===== src/rtl/jsm_pkg.sv =====
package jsm_pkg;

  typedef enum logic [1:0] {
    SQE_IDLE  = 2'd0,
    SQE_WAIT  = 2'd1,
    SQE_PULSE = 2'd2
  } sqe_phase_t;

  function automatic int unsigned cnt_width(input int unsigned max_val);
    return (max_val < 2) ? 1 : $clog2(max_val + 1);
  endfunction

endpackage


===== src/rtl/jsm_trip_timer.sv =====
module jsm_trip_timer #(
  parameter int unsigned TRIP_TICKS = 500000
) (
  input  logic clk,
  input  logic rst,
  input  logic run,
  input  logic tx_en,
  input  logic locked,
  output logic trip
);
  import jsm_pkg::*;

  localparam int unsigned CW = cnt_width(TRIP_TICKS);
  localparam logic [CW-1:0] LAST = CW'(TRIP_TICKS - 1);

  logic [CW-1:0] hi_cnt;

  assign trip = run && !locked && tx_en && (hi_cnt == LAST);

  always_ff @(posedge clk) begin
    if (rst || !run || locked || !tx_en || trip) begin
      hi_cnt <= '0;
    end else begin
      hi_cnt <= hi_cnt + 1'b1;
    end
  end

  AST_HI_CNT_BOUND: assert property (@(posedge clk) disable iff (rst)
    hi_cnt <= LAST);

  AST_TRIP_AFTER_HIGH: assert property (@(posedge clk) disable iff (rst)
    (hi_cnt != '0) |-> $past(tx_en));

endmodule


===== src/rtl/jsm_quiet_timer.sv =====
module jsm_quiet_timer #(
  parameter int unsigned QUIET_TICKS = 6250000
) (
  input  logic clk,
  input  logic rst,
  input  logic run,
  input  logic tx_en,
  input  logic locked,
  output logic release_lock
);
  import jsm_pkg::*;

  localparam int unsigned CW = cnt_width(QUIET_TICKS);
  localparam logic [CW-1:0] LAST = CW'(QUIET_TICKS - 1);

  logic [CW-1:0] lo_cnt;

  assign release_lock = run && locked && !tx_en && (lo_cnt == LAST);

  always_ff @(posedge clk) begin
    if (rst || !run || !locked || tx_en || release_lock) begin
      lo_cnt <= '0;
    end else begin
      lo_cnt <= lo_cnt + 1'b1;
    end
  end

  AST_QUIET_RESTART: assert property (@(posedge clk) disable iff (rst)
    (run && locked && tx_en) |=> (lo_cnt == '0));

  AST_QUIET_BOUND: assert property (@(posedge clk) disable iff (rst)
    lo_cnt <= LAST);

endmodule


===== src/rtl/jsm_sqe_gen.sv =====
module jsm_sqe_gen #(
  parameter int unsigned SQE_DELAY = 12,
  parameter int unsigned SQE_LEN   = 25
) (
  input  logic clk,
  input  logic rst,
  input  logic run,
  input  logic start,
  input  logic abort,
  output logic pulse
);
  import jsm_pkg::*;

  localparam int unsigned CNT_MAX = (SQE_DELAY > SQE_LEN) ? SQE_DELAY : SQE_LEN;
  localparam int unsigned CW = cnt_width(CNT_MAX);
  localparam logic [CW-1:0] LEN_LAST = CW'(SQE_LEN - 1);

  sqe_phase_t    phase;
  logic [CW-1:0] cnt;
  sqe_phase_t    entry_phase;
  logic [CW-1:0] entry_cnt;

  generate
    if (SQE_DELAY == 0) begin : g_nodelay
      assign entry_phase = SQE_PULSE;
      assign entry_cnt   = LEN_LAST;
    end else begin : g_delay
      assign entry_phase = SQE_WAIT;
      assign entry_cnt   = CW'(SQE_DELAY - 1);
    end
  endgenerate

  always_ff @(posedge clk) begin
    if (rst || !run || abort) begin
      phase <= SQE_IDLE;
      cnt   <= '0;
    end else if (start) begin
      phase <= entry_phase;
      cnt   <= entry_cnt;
    end else begin
      case (phase)
        SQE_WAIT: begin
          if (cnt == '0) begin
            phase <= SQE_PULSE;
            cnt   <= LEN_LAST;
          end else begin
            cnt <= cnt - 1'b1;
          end
        end
        SQE_PULSE: begin
          if (cnt == '0) begin
            phase <= SQE_IDLE;
          end else begin
            cnt <= cnt - 1'b1;
          end
        end
        default: begin
          phase <= SQE_IDLE;
          cnt   <= '0;
        end
      endcase
    end
  end

  assign pulse = (phase == SQE_PULSE);

  AST_NO_SQE_IN_LOCK: assert property (@(posedge clk) disable iff (rst)
    abort |=> !pulse);

  AST_SQE_OFF_OUTSIDE_10M: assert property (@(posedge clk) disable iff (rst)
    !run |=> !pulse);

endmodule


===== src/rtl/jabber_sqe_monitor.sv =====
module jabber_sqe_monitor #(
  parameter int unsigned TRIP_TICKS  = 500000,
  parameter int unsigned QUIET_TICKS = 6250000,
  parameter int unsigned SQE_DELAY   = 12,
  parameter int unsigned SQE_LEN     = 25
) (
  input  logic clk,
  input  logic rst,
  input  logic mode_10m,
  input  logic tx_en,
  output logic tx_inhibit,
  output logic col_out
);

  logic prev_en;
  logic locked;
  logic trip;
  logic release_lock;
  logic frame_end;
  logic sqe_pulse;

  initial begin
    if (TRIP_TICKS < 1 || QUIET_TICKS < 1 || SQE_LEN < 1) begin
      $error("jabber_sqe_monitor: tick parameters must be at least 1");
    end
  end

  jsm_trip_timer #(.TRIP_TICKS(TRIP_TICKS)) i_trip (
    .clk    (clk),
    .rst    (rst),
    .run    (mode_10m),
    .tx_en  (tx_en),
    .locked (locked),
    .trip   (trip)
  );

  jsm_quiet_timer #(.QUIET_TICKS(QUIET_TICKS)) i_quiet (
    .clk          (clk),
    .rst          (rst),
    .run          (mode_10m),
    .tx_en        (tx_en),
    .locked       (locked),
    .release_lock (release_lock)
  );

  assign frame_end = mode_10m && prev_en && !tx_en && !locked;

  jsm_sqe_gen #(.SQE_DELAY(SQE_DELAY), .SQE_LEN(SQE_LEN)) i_sqe (
    .clk   (clk),
    .rst   (rst),
    .run   (mode_10m),
    .start (frame_end),
    .abort (locked || trip),
    .pulse (sqe_pulse)
  );

  always_ff @(posedge clk) begin
    if (rst || !mode_10m) begin
      prev_en <= 1'b0;
      locked  <= 1'b0;
    end else begin
      prev_en <= tx_en;
      if (trip) begin
        locked <= 1'b1;
      end else if (release_lock) begin
        locked <= 1'b0;
      end
    end
  end

  assign tx_inhibit = locked;
  assign col_out    = locked | sqe_pulse;

  AST_INHIBIT_ONLY_10M: assert property (@(posedge clk) disable iff (rst)
    !mode_10m |=> (!tx_inhibit && !col_out));

  AST_TRIP_ON_HIGH: assert property (@(posedge clk) disable iff (rst)
    $rose(tx_inhibit) |-> $past(tx_en));

  AST_RELEASE_ON_LOW: assert property (@(posedge clk) disable iff (rst)
    ($fell(tx_inhibit) && $past(mode_10m)) |-> !$past(tx_en));

  AST_COL_IN_LOCK: assert property (@(posedge clk) disable iff (rst)
    (tx_inhibit && mode_10m) |=> (col_out || !tx_inhibit));

endmodule


===== config.mk =====
export PLATFORM = sky130hd
export DESIGN_NAME = jabber_sqe_monitor
export DESIGN_NICKNAME = d
export VERILOG_FILES = /design/src/rtl/jsm_pkg.sv /design/src/rtl/jsm_trip_timer.sv /design/src/rtl/jsm_quiet_timer.sv /design/src/rtl/jsm_sqe_gen.sv /design/src/rtl/jabber_sqe_monitor.sv
export SDC_FILE = /design/constraint.sdc
export NUM_CORES = 1
export LEC_CHECK = 0
export ABC_AREA = 0
export BUFFER_PORTS_ARGS = -buffer_cell sky130_fd_sc_hd__buf_2
export CORE_MARGIN = 2
export CORE_UTILIZATION = 55
export CTS_BUF_LIST = sky130_fd_sc_hd__clkbuf_4
export DETAILED_ROUTE_END_ITERATION = 10
export PLACE_DENSITY = 0.83
export SLEW_MARGIN = 40
export SYNTH_ARGS = -nofsm -noshare
export SYNTH_HDL_FRONTEND = slang
export SYNTH_SLANG_ARGS = --single-unit

===== constraint.sdc =====
create_clock -name clk -period 5.2 [get_ports clk]
set_input_delay 0.78 -clock clk [delete_from_list [all_inputs] [get_ports clk]]
set_output_delay 0.78 -clock clk [all_outputs]
set_load 0.05 [all_outputs]

Word level (Yosys, flattened, before mapping)
Index checks and enable logic that the tools add are counted.
- ROM bits: 0
- register bits after elaboration: 51
- memories kept: 0
- logic and storage cells: 58
- bits in latches: 0
- output and inout bits: 2
- input port bits: 4
- bits in writable memories: 0
- bitwise operators: 1
- muxes and demuxes: 10
- multiply operators: 0
- reduce and logical (&&, ||, !) cells: 26
- shift-type cells: 0
- equal/unequal tests: 10
- $add $sub $neg: 3
- $lt $le $gt $ge: 0
- divide/modulo/power cells: 0
- operators with widths (kind ; count):
    $add A23 B1 Y23 const B ; 1
    $eq A23 B23 Y1 const B ; 1
    $add A19 B1 Y19 const B ; 1
    $eq A19 B19 Y1 const B ; 1
    $mux W5 ; 2
    $pmux W5 S2 ; 1
    $logic_and A1 B1 Y1 ; 9
    $logic_or A1 B1 Y1 ; 9
    $ne A3 B2 Y1 const B ; 2
    $logic_not A5 Y1 ; 1
    $sub A5 B1 Y5 const B ; 1
    $mux W2 ; 2
    $mux W4 ; 1
    $ne A2 B1 Y1 const B ; 2
    $pmux W2 S2 ; 1
    $reduce_and A2 Y1 ; 2
    $logic_not A1 Y1 ; 3
    $mux W1 ; 3
    $ne A3 B3 Y1 const B ; 1
    $eq A2 B1 Y1 const B ; 1
    $eq A2 B2 Y1 const B ; 1
    $ne A2 B2 Y1 const B ; 1
    $reduce_bool A2 Y1 ; 1
    $reduce_or A2 Y1 ; 1
    $or A1 B1 Y1 ; 1

Longest topological paths before layout
- word-level depth: 7
- gate-level depth with buffers: 7
- gate-level depth less buffers: 6

Modules after synthesis
Synthesis repeated with hierarchy kept, for this count alone.
- cell total of the unflattened synthesis: 281
- area, all modules: 2534.9 µm²
- modules (own cells, without submodules) (module ; seq. area each (µm²) ; area each (µm²) ; instances ; cells an instance):
    jsm_quiet_timer ; 460.4 ; 1117.3 ; 1 ; 126
    jsm_trip_timer ; 380.4 ; 898.4 ; 1 ; 99
    jsm_sqe_gen ; 140.1 ; 425.4 ; 1 ; 44
    jabber_sqe_monitor ; 40.0 ; 93.8 ; 1 ; 12

Least setup slack after synthesis
OpenSTA, ideal clock, no wires.
- kind: input-to-reg
- start point: input tx_en
- end point: register i_quiet.lo_cnt[10]
- path buffers: 1
- cell stages on the path: 5
- library setup time: 0.128 ns
- slack: 3.297 ns
- required time: 5.072 ns
- data arrival time: 1.776 ns
- path through: and4b_1 nand4_1 o211ai_1 clkbuf_1 nor2_1
- cells in the longest elaborated chain, start to end: 4
- elaborated cells between the ends (all ways): 5
- those cells by class: reduce/logical (5)
- ends and longest elaborated chain (element ; RTL line ; source):
    from (decl) ; jabber_sqe_monitor.sv:10 ; input logic tx_en,
    $logic_not A1 Y1 ; jsm_quiet_timer.sv:18 ; assign release_lock = run && locked && !tx_en && (lo_cnt == LAST);
    $logic_and A1 B1 Y1 (2 in series) ; jsm_quiet_timer.sv:18 ;
    $logic_or A1 B1 Y1 * ; jsm_quiet_timer.sv:21 ; if (rst || !run || !locked || tx_en || release_lock) begin
    to (signal assigned) ; jsm_quiet_timer.sv:24 ; lo_cnt <= lo_cnt + 1'b1;
    to (decl) ; jsm_quiet_timer.sv:16 ; logic [CW-1:0] lo_cnt;
Every way passes the cells marked *; elsewhere a longest branch is shown, timed or not.
A chain may end at the register's enable or synchronous reset.

Final worst setup path
- start point: register i_sqe.phase[0]
- end point: output col_out
- cells in the longest elaborated chain, start to end: 2
- ends and longest elaborated chain (element ; RTL line ; source):
    from (decl) ; jsm_sqe_gen.sv:18 ; sqe_phase_t phase;
    from (signal assigned) ; jsm_sqe_gen.sv:38 ; phase <= entry_phase;
    $eq A2 B2 Y1 ; jsm_sqe_gen.sv:65 ; assign pulse = (phase == SQE_PULSE);
    $or A1 B1 Y1 ; jabber_sqe_monitor.sv:72 ; assign col_out = locked | sqe_pulse;
    to (decl) ; jabber_sqe_monitor.sv:12 ; output logic col_out
Every way passes these cells.

==> reports/results.ini <==
[status]
status=complete, no violations

[timing]
hold_violations=0
skew_ns=0.0103
max_slew_margin_pct=63.2
tightest_slew_ns=0.549
post-route-period-util_pct=45.1
setup_violations=0
drv_slew=0
period_needed_ns=2.34
max_freq_mhz=427
finalSetupTns_ns=0
rsz0062_at_grt=false

[synth]
synth-edff-count=0
synth_adder_area_share_pct=3.10
synth_area_leaders=dfxtp_1 (42%), nor2_1 (5.9%), xnor2_1 (5.8%), xor2_1 (5.1%), nand3_1 (3.9%)
synth_top_family_by_area=simple AND/OR/NAND/NOR gates
ys_seq_area_share_pct=42.1
yosysMostFrequentCell=dfxtp_1
muxShareOfSynthArea_pct=0.465
synth-compound-area-share_pct=8.37
synth_nets=287
synth-simple-area-share_pct=32.9
synthCells=277
ys_warn_count=0
synth_top_flop_cell=dfxtp_1
synth_largest_area_cell=dfxtp_1
synth_area_um2=2420
ys_top_cells_by_count=dfxtp_1 (51), nor2_1 (38), nand3_1 (19)
synthArstFlopShare_pct=0
ys_types=42
synth-xor-area-share_pct=10.8
synth-seq-cells=51
synth_area_per_cell_um2=8.74
yosysTopAreaCellShare_pct=42.1

[drt]
drtIter0Drc=118
totalWireLength_um=4610
top_layer_used=met4
num_vias=2024
wl_met3_um=189
wl_per_cell_um=13.6
wl_met1_um=2160
dr.pass1.iters=4
wl_met2_um=2200
vias_per_cell=5.99
final_antenna_net_count=0
drc=0

[floorplanning]
fp.dieW_um=70.4
die_h_um=70.4
ioPinCount=6
core-area_um2=4290
dieArea_um2=4950
initial_core_util_pct=56.4
rows=24

[placed_design]
io_buffers=5
post-dp-hpwl_um=3280
detailed_place.area_um2=2500
gp_congestion=0.851

[clock_network]
cts_tree=built
hold_buffers=0
clkTransAtPathRegs_ns=0.14
ctsResizeCount=0
cts_buffers=5
clock_latency_ns=0.37
htree_levels=2
cts.sinks=51
postCtsSetupBuffers=0
cts.path.max_buffers=2
root_buffer=clkbuf_4

[critical_path]
crit_family=flip-flops
crit_arrival_ns=1.56
cp.required_ns=4.42
reg2reg_slack_ns=3.24
cp_num_buf_inv=2
crit_fanout=7
cp_cell_sequence=inv_1 > ha_1 > or2_2 > buf_2
cp-end-kind=output pin
crit_path_top_delay_cell=dfxtp_1
max_stage_delay_ns=0.38
start_kind=flip-flop
critPathKind=flip-flop to output pin

[global_routing]
grt_pass1_vias=1914
grt_pass1_wl_um=8190
antenna_found_initial=0
track_usage_pct=20.1
grt_max_degree=24
overflow=0

[layout]
layout-drive-gt1-share_pct=8.04
n_antenna_cell=0
fin_nets=295
fin_area_um2=2570
final_core_util_pct=59.8
syn_to_final_growth_pct=5.99

[power_and_ir_drop]
power.density_nw_per_um2=223
power_leakage_nw=0.780
peakVddDrop_v=0.0000918

[job]
maxCapViolCount=0

[hold_path]
hold_path_class=flip-flop to flip-flop

-- per-stage QoR --
stage                     power, mW  hold WS, ns  worst slack, ns  std cells
after floorplan               0.407        0.426             3.30        277
after global placement        0.410        0.437             3.01        330
after detailed placement      0.410        0.449             2.92        330
after CTS                     0.579        0.480             2.84        338
after global routing          0.596        0.531             2.77        338
final                         0.573        0.475             2.86        338
-- path summary, 6_finish.rpt --
check,startpoint,end,cells after the start
max,i_sqe.phase[0]$_SDFFE_PP0P_,col_out,4
min,i_quiet.lo_cnt[0]$_SDFF_PP0_,i_quiet.lo_cnt[0]$_SDFF_PP0_,1
max reg2reg,i_trip.hi_cnt[4]$_SDFF_PP0_,i_trip.hi_cnt[8]$_SDFF_PP0_,4
min reg2reg,i_quiet.lo_cnt[0]$_SDFF_PP0_,i_quiet.lo_cnt[0]$_SDFF_PP0_,1
-- cell type report --
cell class,count,area (µm²)
fillers,388,1730
multi-input cells,212,1360
flip-flops and latches,51,1020
well taps,52,65.1
clock buffers,5,37.5
inverters,9,33.8
repair buffers,6,32.5
clock inverters,3,15.0
-- per-layer routing --
metal	global-route usage (%)	vias to the layer above
met4	7.26	0
li1	-	1022
met3	4.91	7
met1	25.6	961
met5	0	-
met2	33.1	34
-- power by group --
| group | internal (mW) | switching (mW) |
|---|---|---|
| Clock | 0.0498 | 0.121 |
| Combinational | 0.00331 | 0.00629 |
| Sequential | 0.392 | 0.000833 |
| Total | 0.445 | 0.129 |
-- cell usage in the layout (no fill, tap or decap), drive strengths merged, types with 2 or more instances in the layout --
cell    instances
a21oi          16
a31oi           2
and3            6
and4            3
and4b           2
buf             6
clkbuf          5
clkinv          2
dfxtp          51
ha              6
inv             9
nand2          13
nand3          19
nand4          16
nor2           38
nor3            8
nor3b           2
nor4            8
nor4b           4
nor4bb          2
o211ai          3
o21ai          10
or2             2
or3             6
or4             7
xnor2          16
xor2           14
-- flip-flops by register name, indices dropped and copies added (netlist names) --
| signal | cells |
|---|---|
| prev_en | 1 |
| i_sqe.phase | 2 |
| i_sqe.cnt | 5 |
| i_trip.hi_cnt | 19 |
| tx_inhibit | 1 |
| i_quiet.lo_cnt | 23 |
-- cells by family (layout without fill, tap and decap cells) --
family,count (synthesis),count (layout)
XOR/XNOR,30,30
multiplexers,1,1
adder cells (fa/ha/maj),6,6
buffers and inverters,14,23
flip-flops,51,51
AO/OA/AOI/OAI,35,35
AND/OR/NAND/NOR,140,140
(Power assumes the default switching activity.)
